**src/rtl/ea_pkg.sv**
```systemverilog
package ea_pkg;

   typedef enum logic [2:0] {
      M_EXT  = 3'd0,
      M_IX   = 3'd1,
      M_IXP  = 3'd2,
      M_IX1  = 3'd3,
      M_IX1P = 3'd4,
      M_IX2  = 3'd5,
      M_SP1  = 3'd6,
      M_SP2  = 3'd7
   } ea_mode_e;

   // operand bytes a mode consumes after the opcode
   function automatic int unsigned opnd_bytes(ea_mode_e m);
      case (m)
         M_IX, M_IXP:                 return 0;
         M_IX1, M_IX1P, M_SP1:        return 1;
         default:                     return 2;
      endcase
   endfunction

   function automatic logic is_post(ea_mode_e m);
      return (m == M_IXP) || (m == M_IX1P);
   endfunction

   function automatic logic is_sp(ea_mode_e m);
      return (m == M_SP1) || (m == M_SP2);
   endfunction

endpackage

```
**src/rtl/ea_opnd_asm.sv**
```systemverilog
module ea_opnd_asm
   import ea_pkg::*;
#(
   parameter int AW = 16,
   parameter int BW = 8
) (
   input  logic          clk,
   input  logic          rst,
   input  logic          start,
   input  ea_mode_e      mode_i,
   input  logic          byte_vld,
   input  logic [BW-1:0] byte_in,
   output logic          done,
   output logic [AW-1:0] opnd,
   output ea_mode_e      mode_cur,
   output ea_mode_e      mode_q
);
   localparam int NB = AW / BW;
   localparam int CW = $clog2(NB + 1);

   typedef enum logic {S_IDLE, S_COLLECT} st_e;

   st_e           st_q;
   logic [CW-1:0] need_q, cnt_q, cnt_nx, need_in;
   logic [AW-1:0] shreg_q, shifted;
   logic          acc;

   assign need_in  = CW'(opnd_bytes(mode_i));
   assign acc      = byte_vld && (st_q == S_COLLECT);
   assign cnt_nx   = cnt_q + CW'(1);
   assign shifted  = {shreg_q[AW-BW-1:0], byte_in};
   assign opnd     = acc ? shifted : shreg_q;
   assign mode_cur = (st_q == S_IDLE) ? mode_i : mode_q;
   assign done     = ((st_q == S_IDLE) && start && (need_in == '0)) ||
                     (acc && (cnt_nx == need_q));

   always_ff @(posedge clk) begin
      if (rst) begin
         st_q    <= S_IDLE;
         cnt_q   <= '0;
         need_q  <= '0;
         shreg_q <= '0;
         mode_q  <= M_EXT;
      end else begin
         case (st_q)
            S_IDLE: begin
               if (start) begin
                  mode_q  <= mode_i;
                  need_q  <= need_in;
                  cnt_q   <= '0;
                  shreg_q <= '0;
                  if (need_in != '0) st_q <= S_COLLECT;
               end
            end
            default: begin
               if (acc) begin
                  shreg_q <= shifted;
                  cnt_q   <= cnt_nx;
                  if (cnt_nx == need_q) st_q <= S_IDLE;
               end
            end
         endcase
      end
   end

   // the byte counter stays below the byte count of the latched mode
   p_cnt_bound_r6: assert property (@(posedge clk) disable iff (rst)
      (st_q == S_COLLECT) |-> (cnt_q < need_q));

   // a start seen while collecting leaves the latched mode untouched
   p_start_ignored_r9: assert property (@(posedge clk) disable iff (rst)
      ((st_q == S_COLLECT) && !acc) |=> $stable(mode_q));

endmodule

```
**src/rtl/ea_calc.sv**
```systemverilog
module ea_calc
   import ea_pkg::*;
#(
   parameter int AW        = 16,
   parameter int BW        = 8,
   parameter bit SPLIT_ADD = 1'b1
) (
   input  ea_mode_e      mode,
   input  logic [AW-1:0] opnd,
   input  logic [AW-1:0] hx,
   input  logic [AW-1:0] sp,
   output logic [AW-1:0] ea
);
   localparam int NL = AW / BW;

   logic [AW-1:0] base, off, sum;

   always_comb begin
      base = is_sp(mode) ? sp : hx;
      case (mode)
         M_IX, M_IXP:                 off = '0;
         M_IX1, M_IX1P, M_SP1:        off = {{(AW-BW){1'b0}}, opnd[BW-1:0]};
         default:                     off = opnd;
      endcase
   end

   generate
      if (!SPLIT_ADD) begin : g_flat
         assign sum = base + off;
      end else begin : g_lanes
         logic [NL-1:0] cy;
         assign cy[0] = 1'b0;
         for (genvar g = 0; g < NL; g++) begin : g_lane
            if (g < NL - 1) begin : g_mid
               assign {cy[g+1], sum[g*BW +: BW]} =
                  {1'b0, base[g*BW +: BW]} + {1'b0, off[g*BW +: BW]} + (BW+1)'(cy[g]);
            end else begin : g_top
               assign sum[g*BW +: BW] =
                  base[g*BW +: BW] + off[g*BW +: BW] + BW'(cy[g]);
            end
         end
      end
   endgenerate

   assign ea = (mode == M_EXT) ? opnd : sum;

endmodule

```
**src/rtl/ea_postinc.sv**
```systemverilog
module ea_postinc #(
   parameter int AW = 16
) (
   input  logic          clk,
   input  logic          rst,
   input  logic          arm,
   input  logic [AW-1:0] hx_in,
   input  logic          fetch_done,
   output logic          pending,
   output logic          hx_we,
   output logic [AW-1:0] hx_new
);
   logic [AW-1:0] base_q;

   always_ff @(posedge clk) begin
      if (rst) begin
         pending <= 1'b0;
         hx_we   <= 1'b0;
         hx_new  <= '0;
         base_q  <= '0;
      end else begin
         hx_we <= 1'b0;
         if (arm) begin
            pending <= 1'b1;
            base_q  <= hx_in;
         end else if (pending && fetch_done) begin
            pending <= 1'b0;
            hx_we   <= 1'b1;
            hx_new  <= base_q + AW'(1);
         end
      end
   end

   p_we_pulse_r7: assert property (@(posedge clk) disable iff (rst)
      hx_we |=> !hx_we);

   p_we_cause_r8: assert property (@(posedge clk) disable iff (rst)
      $rose(hx_we) |-> $past(pending && fetch_done));

endmodule

```
**src/rtl/ea_unit.sv**
```systemverilog
module ea_unit
   import ea_pkg::*;
#(
   parameter int AW        = 16,
   parameter int BW        = 8,
   parameter bit SPLIT_ADD = 1'b1
) (
   input  logic          clk,
   input  logic          rst,
   input  logic          start,
   input  logic [2:0]    mode,
   input  logic          byte_vld,
   input  logic [BW-1:0] byte_in,
   input  logic [AW-1:0] hx,
   input  logic [AW-1:0] sp,
   input  logic          fetch_done,
   output logic [AW-1:0] ea,
   output logic          ea_vld,
   output logic [AW-1:0] hx_new,
   output logic          hx_we
);
   generate
      if (AW != 2 * BW) begin : g_bad_width
         $error("ea_unit: AW must be twice BW");
      end
      if (BW < 2) begin : g_bad_byte
         $error("ea_unit: BW too small");
      end
   endgenerate

   logic          done, pend, start_ok;
   logic [AW-1:0] opnd, ea_nx;
   ea_mode_e      mode_cur, mode_q;

   assign start_ok = start && !pend;

   ea_opnd_asm #(.AW(AW), .BW(BW)) u_asm (
      .clk      (clk),
      .rst      (rst),
      .start    (start_ok),
      .mode_i   (ea_mode_e'(mode)),
      .byte_vld (byte_vld),
      .byte_in  (byte_in),
      .done     (done),
      .opnd     (opnd),
      .mode_cur (mode_cur),
      .mode_q   (mode_q)
   );

   ea_calc #(.AW(AW), .BW(BW), .SPLIT_ADD(SPLIT_ADD)) u_calc (
      .mode (mode_cur),
      .opnd (opnd),
      .hx   (hx),
      .sp   (sp),
      .ea   (ea_nx)
   );

   ea_postinc #(.AW(AW)) u_inc (
      .clk        (clk),
      .rst        (rst),
      .arm        (done && is_post(mode_cur)),
      .hx_in      (hx),
      .fetch_done (fetch_done),
      .pending    (pend),
      .hx_we      (hx_we),
      .hx_new     (hx_new)
   );

   always_ff @(posedge clk) begin
      if (rst) begin
         ea_vld <= 1'b0;
         ea     <= '0;
      end else begin
         ea_vld <= done;
         if (done) ea <= ea_nx;
      end
   end

   p_reset_clear_r10: assert property (@(posedge clk) disable iff (rst)
      $past(rst) |-> (!ea_vld && !hx_we));

   p_no_start_pending_r9: assert property (@(posedge clk) disable iff (rst)
      pend |-> !done);

   // plain post-increment: the written value sits one above the address used
   p_pre_inc_addr_r7: assert property (@(posedge clk) disable iff (rst)
      (hx_we && (mode_q == M_IXP)) |-> (hx_new == ea + AW'(1)));

endmodule

```
**config.mk**
```make
export PLATFORM = sky130hd
export DESIGN_NAME = ea_unit
export DESIGN_NICKNAME = d
export VERILOG_FILES = /design/src/rtl/ea_pkg.sv /design/src/rtl/ea_opnd_asm.sv /design/src/rtl/ea_calc.sv /design/src/rtl/ea_postinc.sv /design/src/rtl/ea_unit.sv
export SDC_FILE = /design/constraint.sdc
export NUM_CORES = 1
export LEC_CHECK = 0
export ABC_AREA = 1
export BUFFER_PORTS_ARGS = -buffer_cell sky130_fd_sc_hd__buf_2
export CAP_MARGIN = 30
export CORE_MARGIN = 10
export CORE_UTILIZATION = 35
export DETAILED_ROUTE_END_ITERATION = 6
export PLACE_DENSITY = 0.58
export RECOVER_POWER = 25
export SETUP_SLACK_MARGIN = 0.5
export SLEW_MARGIN = 20
export SYNTH_ARGS = -nofsm -noshare
export SYNTH_HDL_FRONTEND = slang
export SYNTH_SLANG_ARGS = --single-unit
```
**constraint.sdc**
```tcl
create_clock -name clk -period 4.5 [get_ports clk]
set_clock_uncertainty 0.1 [all_clocks]
set_input_delay 0.9 -clock clk [delete_from_list [all_inputs] [get_ports clk]]
set_output_delay 0.9 -clock clk [all_outputs]
set_load 0.05 [all_outputs]
```
# --- Yosys cells after proc, flatten, opt, wreduce, memory -nomap -nowiden ---
# Cells that the tools add are included.
totals:
  reg_bits: 75
  output_inout_bits: 34
  wordCells: 74
classes:
  n_eq_ne: 13
  bitwise_logic: 2
  n_reduce_logical: 24
  n_mux: 19
  add_sub_neg: 5
ops:
  columns: ["cell", "count"]
  rows:
  - ["2-to-1 mux 16 bit", 5]
  - ["case mux 16 bit (2 select lines)", 1]
  - ["adder 16 x 1 -> 16 bit, second input constant", 1]
  - ["== test 3 bit, second input constant", 5]
  - ["== test 3 x 2 -> 1 bit, second input constant", 4]
  - ["adder 8 x 8 -> 9 bit", 1]
  - ["adder 8 x 1 -> 8 bit", 1]
  - ["adder 8 bit", 1]
  - ["2-to-1 mux 1 bit", 8]
  - ["logical AND 1 bit", 7]
  - ["== test 3 x 1 -> 1 bit, second input constant", 2]
  - ["2-to-1 mux 2 bit", 3]
  - ["AND reduction 2 bit", 3]
  - ["nonzero test 2 bit", 3]
  - ["OR reduction 2 bit", 3]
  - ["OR reduction 3 bit", 2]
  - ["case mux 2 bit (2 select lines)", 1]
  - ["zero test 3 bit", 1]
  - ["logical OR 1 bit", 3]
  - ["2-to-1 mux 3 bit", 1]
  - ["adder 2 x 1 -> 2 bit, second input constant", 1]
  - ["== test 2 bit", 1]
  - ["zero test 2 bit", 1]
  - ["inequality test 2 bit, second input constant", 1]
  - ["other kinds (2)", 3]

# --- Logic depth before layout (Yosys ltp) ---
depth:
  ltp_word: 9
  mapped_depth: 27
  mapped_depth_nobuf: 25

# --- By module ---
# From an unflattened synthesis, not the netlist that was laid out.
unflattened:
  hier_cells: 691
  area_unflattened_um2: 4798.4
modules_own_cells:
  columns: ["mod", "n_inst", "cells_per_inst", "area_each_um2"]
  rows:
  - ["ea_postinc", 1, 228, 1619.1]
  - ["ea_opnd_asm", 1, 173, 1350.0]
  - ["ea_calc", 1, 211, 1184.9]
  - ["ea_unit", 1, 79, 644.4]

# --- Worst setup path before layout ---
# No wires, ideal clock.
synth_timing:
  path_kind: "input to register"
  start: "input port mode[0]"
  end: "register ea[10]"
  slack_ns: 0.148
  setup_time_ns: 0.117
  arrival_ns: 4.135
  required_time_ns: 4.283
  path_stages: 20
  path_cell_list: "inv_1 -> nand2_1 -> nand2_1 -> nand3_1 -> inv_2 -> nor2_1 -> nor2_1 -> ha_1 -> fa_1 -> nand4_1 -> nand3_1 -> nand2_1 -> nand2_1 -> a21o_1 -> fa_1 -> fa_1 -> or2_2 -> nand3_1 -> o21ai_0 -> a22o_1"
synth_via:
  elab_chain_len: 7
  word_cells_on_any_way: 28
  classes_between: "add/sub: 3; eq/ne: 11; mux: 5; reduce/logical: 9"
synth_lines:
  columns: ["element", "line", "source"]
  rows:
  - ["start, declared", "ea_unit.sv:11", "input logic [2:0] mode,"]
  - ["2-to-1 mux 3 bit", "ea_opnd_asm.sv:33", "assign mode_cur = (st_q == S_IDLE) ? mode_i : mode_q;"]
  - ["== test 3 bit, or another cell as far along", "ea_calc.sv:20", "case (mode)"]
  - ["OR reduction 3 bit, or another cell as far along", "ea_calc.sv:20", null]
  - ["case mux 16 bit (2 select lines) / 2-to-1 mux 16 bit (equally long branches)", "ea_calc.sv:20, ea_calc.sv:19", null]
  - ["adder 8 bit / adder 8 x 8 -> 9 bit (equally long branches)", "ea_calc.sv:39, ea_calc.sv:36", null]
  - ["adder 8 x 1 -> 8 bit", "ea_calc.sv:39", "base[g*BW +: BW] + off[g*BW +: BW] + BW'(cy[g]);"]
  - ["2-to-1 mux 16 bit", "ea_calc.sv:45", "assign ea = (mode == M_EXT) ? opnd : sum;"]
  - ["end signal, assigned", "ea_unit.sv:75", "if (done) ea <= ea_nx;"]
  - ["end, declared", "ea_unit.sv:17", "output logic [AW-1:0] ea,"]
# Several ways; a longest one is shown, not always the timed one.
# A chain may end at the register's enable or synchronous reset.

# --- Worst setup path after layout ---
layout_timing:
  start: "input port byte_vld"
  end: "register ea[10]"
layout_via:
  elab_chain_len: 6
  word_cells_on_any_way: 9
  classes_between: "add/sub: 3; mux: 3; reduce/logical: 3"
layout_lines:
  columns: ["element", "line", "source"]
  rows:
  - ["start, declared", "ea_unit.sv:12", "input logic byte_vld,"]
  - ["logical AND 1 bit *", "ea_opnd_asm.sv:29", "assign acc = byte_vld && (st_q == S_COLLECT);"]
  - ["2-to-1 mux 16 bit", null, null]
  - ["case mux 16 bit (2 select lines)", "ea_calc.sv:20", null]
  - ["adder 8 bit / adder 8 x 8 -> 9 bit (equally long branches)", "ea_calc.sv:39, ea_calc.sv:36", null]
  - ["adder 8 x 1 -> 8 bit", "ea_calc.sv:39", null]
  - ["2-to-1 mux 16 bit", "ea_calc.sv:45", null]
# Every way passes the cells marked *; elsewhere a longest branch is shown, timed or not.

==> impl.org <==
** Logic synthesis
- Leading post-synthesis cells by cell area :: sky130_fd_sc_hd__dfxtp_1, sky130_fd_sc_hd__nand2_1, sky130_fd_sc_hd__o21ai_0
- Among all flip-flop cells after synthesis, the most frequent one is sky130_fd_sc_hd__dfxtp_1.
- Counting flops with a built-in enable in the synthesized netlist gives 0.
- The share of the Yosys chip area taken by registers is 0.344.
- Counting distinct cell types in the post-synthesis netlist gives 40.
- Avg Cell Area, Syn :: 6.70 um2
- Number of warnings issued by yosys :: 0
- Counting every net in the synthesized netlist gives 717.
- Synthesis produced 651 cells.
- Summing every instance area after synthesis gives 0.00436 mm2.
- Ys async rst share :: 0
- Synth area leader :: sky130_fd_sc_hd__dfxtp_1
- The share of synthesized area in the top cell type comes to 0.344.
- Number of storage elements in the synthesis netlist :: 75

** Min path
- The path with the worst hold slack has its endpoint at ea[7].
- The startpoint identified for the worst hold timing path is ea[7].
- Worst hold path cell count :: 2
- The tightest min-delay check is of the register to register type.

** Place
- Port bufs :: 81
- Total placed cells including tap cells :: 888
- DP HPWL :: 10,500 um
- Post-placement worst setup slack :: 119 ps
- Routability-driven placement congestion ratio :: 0.911

** Floorplanning
- For this configuration, the core starts out at a cell density of 0.360.
- Measured along the y axis, the die boundary spans 132 um.
- IO Count :: 82
- DIE AREA :: 0.0173 mm2
- The core region is 0.0121 mm2.
- Chip Width :: 132 um
- Number of placement rows :: 40

** Layout
- Post-layout net count :: 806
- Antenna Diode Count :: 0
- Of the cells placed in the final design, the portion with a size suffix greater than 1 is 0.217.
- Relative to the synthesized area, the layout overhead comes to 24.9%.
- After the flow finishes, the layout carries non-filler instances totaling 913.

** CTS
- Clock buffer depth :: 2
- The tree is rooted in a sky130_fd_sc_hd__clkbuf_16.
- At the later pin of the worst-skew pair, clock insertion delay measures 350 ps.
- TritonCTS built the clock tree.
- Register clock-pin slew on the reported worst setup and hold paths :: 60 ps
- Num Clock Sinks :: 75
- Inserted Clock Buffers :: 9
- H-tree levels :: 3
- Hold Buf Count CTS :: 0

** Global routing
- Number of antenna violations at the first check in global routing :: 0
- Entering global routing, the biggest net connects 30 pins.
- GRT Util Overall :: 0.155
- For this run the aggregate overflow at the end of global routing stands at 0.
- The first global-routing pass estimated 22,000 um of wire.
- The number of global-route vias before repair is 4,384.

** STA
- Number of setup violations in the final report :: 0
- Setup repair after global routing left no endpoint under its margin.
- Max-slew violation count :: 0
- Minimum period implied by the final worst setup slack :: 3960 ps
- In the finished design, the share of the clock period the worst path needs comes to 0.881.
- Worst max-slew margin expressed relative to the limit :: 0.459
- Setup slack on the critical path of the routed design comes to 535 ps.
- The final-report hold violation count is 0.
- Maximum clock frequency :: 252 MHz
- For the pin with the worst max-slew slack, the measured transition is 811 ps.
- Summed over all failing endpoints, the final setup total negative slack is 0 ps.

** Drt
- After the first detailed-routing iteration, the DRC count stood at 384.
- Post-detailed-route wirelength per cell :: 15.1 um
- Summed over all layers, the routed wires come to 13,800 um.
- Dividing the detail-routed via count by the number of cells gives 4.80.
- Final routed DRC violation total :: 0
- In this run the remaining antenna-violating nets after routing total 0.
- The first TritonRoute pass finished after 5 iterations.
- DR vias :: 4,385

** Setup path
- Critical path class :: input port to register
- Element type at the critical path start :: input port
- At the worst endpoint, the required time is 4640 ps.
- Critical R2R Launch :: u_asm.st_q
- For this run, the slowest stage of the critical path takes 410 ps.
- Measured in cells, the most critical reg-to-reg path has a length of 19.
- CP Max Fanout :: 6
- Buffers & Inverters on Critical Path :: 3
- The endpoint identified for the worst register-to-register timing path is ea[10].
- Cell Chain, Critical Path :: buf_2 -> nand2_1 -> buf_4 -> nand2_1 -> o21ai_0 -> inv_1 -> nor2_2 -> ha_2 -> fa_2 -> nand4_1 -> nand3_2 -> nand2_2 -> nand2_1 -> a21o_1 -> fa_2 -> fa_2 -> or2_4 -> nand3_2 -> o21ai_1 -> a22o_1
- Type of destination of the critical path :: register
- On the critical path the largest part of the delay comes from adder cells.
- Launching element of the worst setup path :: byte_vld
- Slowest-stage cell, CP :: sky130_fd_sc_hd__fa_2
- Crit path arrival time :: 4100 ps
- For flop-to-flop paths, the worst setup slack is 730 ps.

** Status
- The flow ran to the end, and the final reports show no timing, DRC or antenna violations.

** Pwr
- Dividing total power by cell area gives a power density of 352 mW/mm2.
- Worst IR Drop VDD :: 0.196 mV
- P_leak :: 2.61 nW

** Flow run
- Number of max-cap violations :: 0
-- cell type report --
class | instances | area, um2
Clock buffer | 10 | 229
Clock inverter | 6 | 88.8
Fill cell | 1311 | 6660
Inverter | 68 | 270
Multi-Input combinational cell | 484 | 2580
Sequential cell | 75 | 1510
Tap cell | 168 | 210
Timing Repair Buffer | 102 | 566
-- timing repair --
| action | 4_1_cts | 5_1_grt |
|---|---|---|
| buffers inserted | 0 | 9 |
| gates resized for setup | 1 | 35 |
| pin swaps | 2 | 20 |
| setup endpoints to repair | 2 | 6 |
-- cells by family (layout without fill, tap and decap cells) --
logic type / Yosys count / in the layout / synth area share
and+or+nand+nor: 314 / 314 / 0.307
adders and majority gates: 18 / 18 / 0.0568
buffers and inverters: 92 / 186 / 0.0892
DFF: 75 / 75 / 0.344
muxes: 3 / 3 / 0.00688
AOI/OAI and AO/OA: 132 / 132 / 0.162
xor gates and xnor gates: 17 / 17 / 0.0341
-- how the worst max path moves through the flow --
stage | depth (start not counted) | to | slack [ps]
CTS | 21 | ea[10] | 520
global placement | 20 | ea[10] | 170
floorplan | 20 | ea[10] | 500
global route | 20 | ea[10] | 320
finish | 20 | ea[10] | 540
detailed placement | 20 | ea[10] | 120
-- cell usage in the layout (no fill, tap or decap), drive strengths merged --
master / instances
nand2: 187
buf: 92
dfxtp: 75
inv: 68
nor2: 65
o21ai: 65
a21oi: 52
nand3: 33
clkbuf: 20
or2: 16
xor2: 15
ha: 15
nand4: 5
nor3: 5
mux2i: 3
a22o: 3
fa: 3
a21o: 2
o21a: 2
xnor2: 2
a211oi: 2
nor4: 2
a31o: 2
clkinvlp: 2
bufinv: 2
clkinv: 2
nand3b: 1
o2111a: 1
o22ai: 1
a31oi: 1
o21bai: 1
-- tightest hold or removal path: cells and delay by family (launching register included) --
kind	cells	cell delay, ps
and+or+nand+nor	2	110
DFF	1	310
-- power by group --
group / internal, mW / switching [mW] / leakage, nW
sequential: 0.694 / 0.0209 / 0.609
combinational: 0.139 / 0.286 / 1.85
clock: 0.486 / 0.291 / 0.149
total: 1.32 / 0.598 / 2.61
-- Yosys cell counts, types with 2 or more instances --
cell type / instances
sky130_fd_sc_hd__buf_4: 4
sky130_fd_sc_hd__a21o_1: 2
sky130_fd_sc_hd__xnor2_1: 2
sky130_fd_sc_hd__a31o_2: 2
sky130_fd_sc_hd__o21ai_0: 53
sky130_fd_sc_hd__nor3_1: 5
sky130_fd_sc_hd__nand2_2: 5
sky130_fd_sc_hd__or2_2: 16
sky130_fd_sc_hd__xor2_1: 15
sky130_fd_sc_hd__nor2_1: 63
sky130_fd_sc_hd__nand3_1: 32
sky130_fd_sc_hd__o21a_1: 2
sky130_fd_sc_hd__buf_6: 3
sky130_fd_sc_hd__fa_1: 3
sky130_fd_sc_hd__dfxtp_1: 75
sky130_fd_sc_hd__nand2_1: 180
sky130_fd_sc_hd__buf_2: 5
sky130_fd_sc_hd__clkbuf_1: 11
sky130_fd_sc_hd__nand4_1: 5
sky130_fd_sc_hd__inv_2: 2
sky130_fd_sc_hd__o21ai_1: 12
sky130_fd_sc_hd__a211oi_1: 2
sky130_fd_sc_hd__inv_1: 65
sky130_fd_sc_hd__nor4_1: 2
sky130_fd_sc_hd__mux2i_1: 3
sky130_fd_sc_hd__a21oi_1: 52
sky130_fd_sc_hd__a22o_1: 3
sky130_fd_sc_hd__ha_1: 15
-- sequential cells by signal, summed over array words and instances, names as in the netlist --
register	count
ea	16
u_asm.shreg_q	16
u_inc.base_q	16
u_inc.hx_new	16
u_asm.mode_q	3
u_asm.cnt_q	2
u_asm.need_q	2
ea_vld	1
u_asm.st_q	1
u_inc.hx_we	1
u_inc.pending	1
-- routing by layer --
metal | vias to the layer above | global-route usage | part of all wire
met1 | 1986 | 0.180 | 0.44
met3 | 21 | 0.0480 | 0.048
met4 | 0 | 0.0420 | 0.019
met2 | 101 | 0.270 | 0.49
met5 | - | 0 | 0
li1 | 2277 | - | -
-- stage by stage --
| step | cell area, um2 | total power, mW | hold slack (ps) | util |
|---|---|---|---|---|
| 6_report | 5450 | 1.92 | 357 | 0.450 |
| 5_1_grt | 5450 | 2.01 | 384 | 0.450 |
| 4_1_cts | 5290 | 1.91 | 363 | 0.437 |
| 3_5_place_dp | 4970 | 1.13 | 350 | 0.410 |
| 3_3_place_gp | 4970 | 1.12 | 337 | 0.410 |
| 2_1_floorplan | 4410 | 1.01 | 341 | - |
Power figures use the tool's default switching activity.
